File: config.mk
export PLATFORM = sky130hd
export DESIGN_NAME = iobus_link
export DESIGN_NICKNAME = d
export VERILOG_FILES = /design/src/rtl/iobus_pkg.sv /design/src/rtl/iobus_master.sv /design/src/rtl/iobus_addr_match.sv /design/src/rtl/iobus_slave.sv /design/src/rtl/iobus_link.sv
export SDC_FILE = /design/constraint.sdc
export NUM_CORES = 1
export LEC_CHECK = 0
export ABC_AREA = 1
export BUFFER_PORTS_ARGS = -buffer_cell sky130_fd_sc_hd__buf_2
export CAP_MARGIN = 40
export CORE_MARGIN = 10
export CORE_UTILIZATION = 55
export CTS_BUF_LIST = sky130_fd_sc_hd__clkbuf_4
export DETAILED_ROUTE_END_ITERATION = 7
export GPL_TIMING_DRIVEN = 0
export HOLD_SLACK_MARGIN = 0.02
export PLACE_DENSITY = 0.8
export SLEW_MARGIN = 30
export SYNTH_ARGS = -nofsm -noshare
export SYNTH_HDL_FRONTEND = slang
export SYNTH_SLANG_ARGS = --single-unit
File: constraint.sdc
create_clock -name clk -period 4 [get_ports clk]
set_input_delay 0.8 -clock clk [delete_from_list [all_inputs] [get_ports clk]]
set_output_delay 0.8 -clock clk [all_outputs]
set_load 0.005 [all_outputs]
File: src/rtl/iobus_pkg.sv
package iobus_pkg;
  typedef enum logic [1:0] {
    M_IDLE = 2'd0,
    M_ADDR = 2'd1,
    M_DATA = 2'd2,
    M_END  = 2'd3
  } mst_state_e;

  typedef enum logic {
    S_IDLE = 1'b0,
    S_HOLD = 1'b1
  } slv_state_e;
endpackage

File: src/rtl/iobus_master.sv
module iobus_master
  import iobus_pkg::*;
#(
  parameter int AW      = 4,
  parameter int DW      = 8,
  parameter int TIMEOUT = 12
) (
  input  logic          clk,
  input  logic          rst_n,
  input  logic          mux_mode,
  input  logic          cmd_valid,
  output logic          cmd_ready,
  input  logic [AW-1:0] cmd_addr,
  input  logic [DW-1:0] cmd_data,
  input  logic          bus_rdy,
  output logic          bus_req,
  output logic          bus_wr,
  output logic          bus_is_addr,
  output logic [AW-1:0] bus_addr,
  output logic [DW-1:0] bus_data,
  output logic          done,
  output logic          err
);
  localparam int CW = $clog2(TIMEOUT + 1);

  mst_state_e    state;
  logic [CW-1:0] wait_cnt;
  logic [DW-1:0] data_q;
  logic          aborted;

  assign cmd_ready = (state == M_IDLE);

  always_ff @(posedge clk) begin
    if (!rst_n) begin
      state       <= M_IDLE;
      wait_cnt    <= '0;
      data_q      <= '0;
      aborted     <= 1'b0;
      bus_req     <= 1'b0;
      bus_wr      <= 1'b0;
      bus_is_addr <= 1'b0;
      bus_addr    <= '0;
      bus_data    <= '0;
      done        <= 1'b0;
      err         <= 1'b0;
    end else begin
      done <= 1'b0;
      err  <= 1'b0;
      case (state)
        M_IDLE: begin
          if (cmd_valid) begin
            state    <= M_ADDR;
            wait_cnt <= '0;
            aborted  <= 1'b0;
            data_q   <= cmd_data;
            bus_req  <= 1'b1;
            bus_wr   <= 1'b1;
            if (mux_mode) begin
              bus_addr    <= '0;
              bus_data    <= DW'(cmd_addr);
              bus_is_addr <= 1'b1;
            end else begin
              bus_addr    <= cmd_addr;
              bus_data    <= '0;
              bus_is_addr <= 1'b0;
            end
          end
        end
        M_ADDR: begin
          if (bus_rdy) begin
            state       <= M_DATA;
            bus_data    <= data_q;
            bus_is_addr <= 1'b0;
          end else if (wait_cnt == CW'(TIMEOUT - 1)) begin
            state       <= M_END;
            aborted     <= 1'b1;
            bus_req     <= 1'b0;
            bus_wr      <= 1'b0;
            bus_is_addr <= 1'b0;
          end else begin
            wait_cnt <= wait_cnt + 1'b1;
          end
        end
        M_DATA: begin
          bus_req <= 1'b0;
          state   <= M_END;
        end
        M_END: begin
          if (!bus_rdy) begin
            state    <= M_IDLE;
            bus_wr   <= 1'b0;
            bus_addr <= '0;
            bus_data <= '0;
            if (aborted) err  <= 1'b1;
            else         done <= 1'b1;
          end
        end
        default: state <= M_IDLE;
      endcase
    end
  end
endmodule

File: src/rtl/iobus_addr_match.sv
module iobus_addr_match #(
  parameter int          AW       = 4,
  parameter int          DW       = 8,
  parameter logic [AW-1:0] OWN_ADDR = 4'h5
) (
  input  logic          mux_mode,
  input  logic          bus_is_addr,
  input  logic [AW-1:0] bus_addr,
  input  logic [DW-1:0] bus_data,
  output logic          hit
);
  logic sep_hit;
  logic mux_hit;

  generate
    if (DW >= AW) begin : g_wide
      assign mux_hit = bus_is_addr && (bus_data[AW-1:0] == OWN_ADDR);
    end else begin : g_narrow
      assign mux_hit = bus_is_addr && (AW'(bus_data) == OWN_ADDR);
    end
  endgenerate

  assign sep_hit = (bus_addr == OWN_ADDR);
  assign hit     = mux_mode ? mux_hit : sep_hit;
endmodule

File: src/rtl/iobus_slave.sv
module iobus_slave
  import iobus_pkg::*;
#(
  parameter int DW = 8
) (
  input  logic          clk,
  input  logic          rst_n,
  input  logic          bus_req,
  input  logic          bus_wr,
  input  logic          addr_hit,
  input  logic [DW-1:0] bus_data,
  input  logic          dev_busy,
  output logic          bus_rdy,
  output logic          rx_valid,
  input  logic          rx_ready,
  output logic [DW-1:0] rx_data
);
  slv_state_e state;
  logic       can_take;

  assign can_take = !dev_busy && !rx_valid;

  always_ff @(posedge clk) begin
    if (!rst_n) begin
      state    <= S_IDLE;
      bus_rdy  <= 1'b0;
      rx_valid <= 1'b0;
      rx_data  <= '0;
    end else begin
      if (rx_valid && rx_ready) rx_valid <= 1'b0;
      case (state)
        S_IDLE: begin
          if (bus_req && bus_wr && addr_hit && can_take) begin
            bus_rdy <= 1'b1;
            state   <= S_HOLD;
          end
        end
        S_HOLD: begin
          if (!bus_req) begin
            bus_rdy <= 1'b0;
            state   <= S_IDLE;
            if (bus_wr) begin
              rx_data  <= bus_data;
              rx_valid <= 1'b1;
            end
          end
        end
        default: state <= S_IDLE;
      endcase
    end
  end
endmodule

File: src/rtl/iobus_link.sv
module iobus_link #(
  parameter int            AW       = 4,
  parameter int            DW       = 8,
  parameter int            TIMEOUT  = 12,
  parameter logic [AW-1:0] OWN_ADDR = 4'h5
) (
  input  logic          clk,
  input  logic          rst_n,
  input  logic          mux_mode,
  input  logic          dev_busy,
  input  logic          cmd_valid,
  output logic          cmd_ready,
  input  logic [AW-1:0] cmd_addr,
  input  logic [DW-1:0] cmd_data,
  output logic          rx_valid,
  input  logic          rx_ready,
  output logic [DW-1:0] rx_data,
  output logic          done,
  output logic          err,
  output logic          bus_req,
  output logic          bus_wr,
  output logic          bus_rdy,
  output logic          bus_is_addr,
  output logic [AW-1:0] bus_addr,
  output logic [DW-1:0] bus_data
);
  logic addr_hit;

  iobus_master #(.AW(AW), .DW(DW), .TIMEOUT(TIMEOUT)) u_master (
    .clk         (clk),
    .rst_n       (rst_n),
    .mux_mode    (mux_mode),
    .cmd_valid   (cmd_valid),
    .cmd_ready   (cmd_ready),
    .cmd_addr    (cmd_addr),
    .cmd_data    (cmd_data),
    .bus_rdy     (bus_rdy),
    .bus_req     (bus_req),
    .bus_wr      (bus_wr),
    .bus_is_addr (bus_is_addr),
    .bus_addr    (bus_addr),
    .bus_data    (bus_data),
    .done        (done),
    .err         (err)
  );

  iobus_addr_match #(.AW(AW), .DW(DW), .OWN_ADDR(OWN_ADDR)) u_match (
    .mux_mode    (mux_mode),
    .bus_is_addr (bus_is_addr),
    .bus_addr    (bus_addr),
    .bus_data    (bus_data),
    .hit         (addr_hit)
  );

  iobus_slave #(.DW(DW)) u_slave (
    .clk      (clk),
    .rst_n    (rst_n),
    .bus_req  (bus_req),
    .bus_wr   (bus_wr),
    .addr_hit (addr_hit),
    .bus_data (bus_data),
    .dev_busy (dev_busy),
    .bus_rdy  (bus_rdy),
    .rx_valid (rx_valid),
    .rx_ready (rx_ready),
    .rx_data  (rx_data)
  );
endmodule

==> results_dict.tcl <==
set metrics [dict create \
    status "finished clean" \
    critPathMaxStageDelay_ns 0.44 \
    clock.fmax_mhz 466 \
    io_buffers 45 \
    post-route-period-util_pct 53.6 \
    nets 341 \
    grt_antenna_before_repair 0 \
    diodes 0 \
    num_vias 1864 \
    grt_pass1_wl_um 8190 \
    path_cells "inv_1 > ha_1 > buf_2" \
    min_path_type "reg -> reg" \
    h-tree-depth 2 \
    die_w_um 79.5 \
    gp_congestion 0.850 \
    wl_per_cell_um 12.7 \
    cts_tree "done" \
    cts.clk_slew.worst_paths_ns 0.13 \
    cp-start-kind "register" \
    synth_area_per_cell_um2 7.35 \
    cap_violations 0 \
    clock_skew_ns 0.0106 \
    p_leak_uw 0.00104 \
    synth-seq-area-share_pct 44.2 \
    synthDistinctLibCells 27 \
    postPlaceCellArea_um2 2230 \
    finish.utilization_pct 68.2 \
    syn_inst 265 \
    die_h_um 79.5 \
    netlist_area_um2 1950 \
    grt_pass1_vias 1816 \
    worstPathMaxFanout 6 \
    fin_setup_tns_ns 0 \
    drive_gt1_share_pct 23.3 \
    rows 21 \
    ant_nets 0 \
    vdd_drop_max_uv 483 \
    postLayoutCellArea_um2 2310 \
    cts_root_buffer "clkbuf_4" \
    worstPathRequired_ns 3.20 \
    synth_warnings 0 \
    final_common_cell "nand2_1" \
    hold_buffers 0 \
    die_area_um2 6320 \
    grt_max_degree 15 \
    power_density_nw_per_um2 623 \
    synth_nets 289 \
    clockBufferDepth 2 \
    rsz0062_at_grt "false" \
    drv_slew 0 \
    final_cell_mix "nand2_1, buf_2, dfxtp_1" \
    cts_buffers 5 \
    worstMarginPinSlew_ns 0.465 \
    fin_total_pwr_uw 1440 \
    via_per_inst 5.12 \
    insertion_delay_ns 0.37 \
    path_class "reg -> out" \
    critical_path.top_delay_family "flip-flops" \
    coreArea_um2 3390 \
    initial_core_util_pct 57.4 \
    critPathArrivalTime_ns 1.34 \
    drt_wl_total_um 4630 \
    overflow 0 \
    finalSetupViolations 0 \
    critPathBufInv 2 \
    gr-usage-all-layers_pct 16.0 \
    ys_ff_latch 43 \
    syn_to_final_growth_pct 18.7 \
    dr.first_iter.drc_count 147 \
    cts_sinks 43 \
    cp_slowest_cell "dfxtp_1" \
    drc 0 \
    cts_setup_buffers 0 \
    finalHoldViolations 0 \
    period_needed_ns 2.14 \
    dp_hpwl_um 3640 \
    end_kind "output pin" \
    maxSlewHeadroom_pct 69.0 \
    drtPass1Iterations 4 \
    pin_count 46 \
    ctsResizeCount 0 \
]
## worst reg2reg max path, cell delays in order, from the launching register on
cell and delay, ns:
dfxtp_1 0.40, inv_1 0.11, ha_1 0.21, buf_6 0.14, inv_4 0.10, nor2_2 0.09, nor3_4 0.34, nand2_1 0.10
nand2_1 0.06, nor2_1 0.04
## stage by stage
stage	hold slack, ns	setup WS (ns)	cells
floorplan	0.401	2.45	265
finish	0.440	1.86	364
detailed placement	0.411	2.23	356
CTS	0.436	1.84	364
global route	0.461	1.79	364
global placement	0.407	2.24	356
## registers in the layout, indices dropped and copies added, names as in the netlist
signal	flops
u_master.wait_cnt	4
u_master.done	1
u_master.state	2
u_master.bus_is_addr	1
u_master.bus_req	1
u_slave.state	1
u_slave.rx_data	8
u_master.err	1
u_slave.bus_rdy	1
u_master.bus_addr	4
u_slave.rx_valid	1
u_master.data_q	8
u_master.aborted	1
u_master.bus_wr	1
u_master.bus_data	8
## where the power goes
group | internal, µW | switching, µW | total, µW
combinational | 213 | 360 | 573
sequential | 513 | 74.9 | 588
clock | 132 | 148 | 280
## routing by layer
metal  global-route usage, %  vias to the layer above  part of all wire (%)
li1                        -                      972                     -
met1                    19.7                      826                    47
met2                    24.4                       56                    42
met3                    5.63                       10                   8.6
met4                    7.53                        0                   1.9
met5                       0                        -                     0
## kinds of logic after synthesis
family | after synthesis | synth area share (%)
AOI/OAI and AO/OA | 49 | 14.3
xor gates and xnor gates | 1 | 0.450
adders and majority gates | 6 | 3.86
buffers and inverters | 28 | 5.98
DFF | 43 | 44.2
and+or+nand+nor | 138 | 31.2
## layout make-up
cell class	count	area [µm²]
Sequential cell	43	861
Fill cell	324	1080
Timing Repair Buffer	45	225
Tap cell	46	57.6
Buffer	6	31.3
Clock buffer	5	37.5
Multi-Input combinational cell	194	970
Clock inverter	3	43.8
Inverter	22	85.1
## Yosys cell counts (all sizes together)
master  instances  share of area (%)
buf             2               0.84
nor2           42                8.9
o21ai          19                5.3
dfxtp          43                 44
clkinv          2               0.39
inv            20                4.0
nand3          27                6.9
a21boi          4                1.5
nor3            2                1.1
a21oi          26                7.5
clkbuf          4               0.77
nand4           3               0.96
nor4            2               0.64
xnor2           1               0.45
ha              6                3.9
nand2          62                 13
## worst paths after layout
path | start | to | slack (ns) | cells past startpoint
max | u_master.state[0] | cmd_ready | 1.86 | 3
max reg2reg | u_master.state[1] | u_master.bus_data[2] | 2.32 | 9
min reg2reg | u_master.aborted | u_master.done | 0.44 | 1
min | u_master.aborted | u_master.done | 0.44 | 1
(Power assumes the default switching activity.)
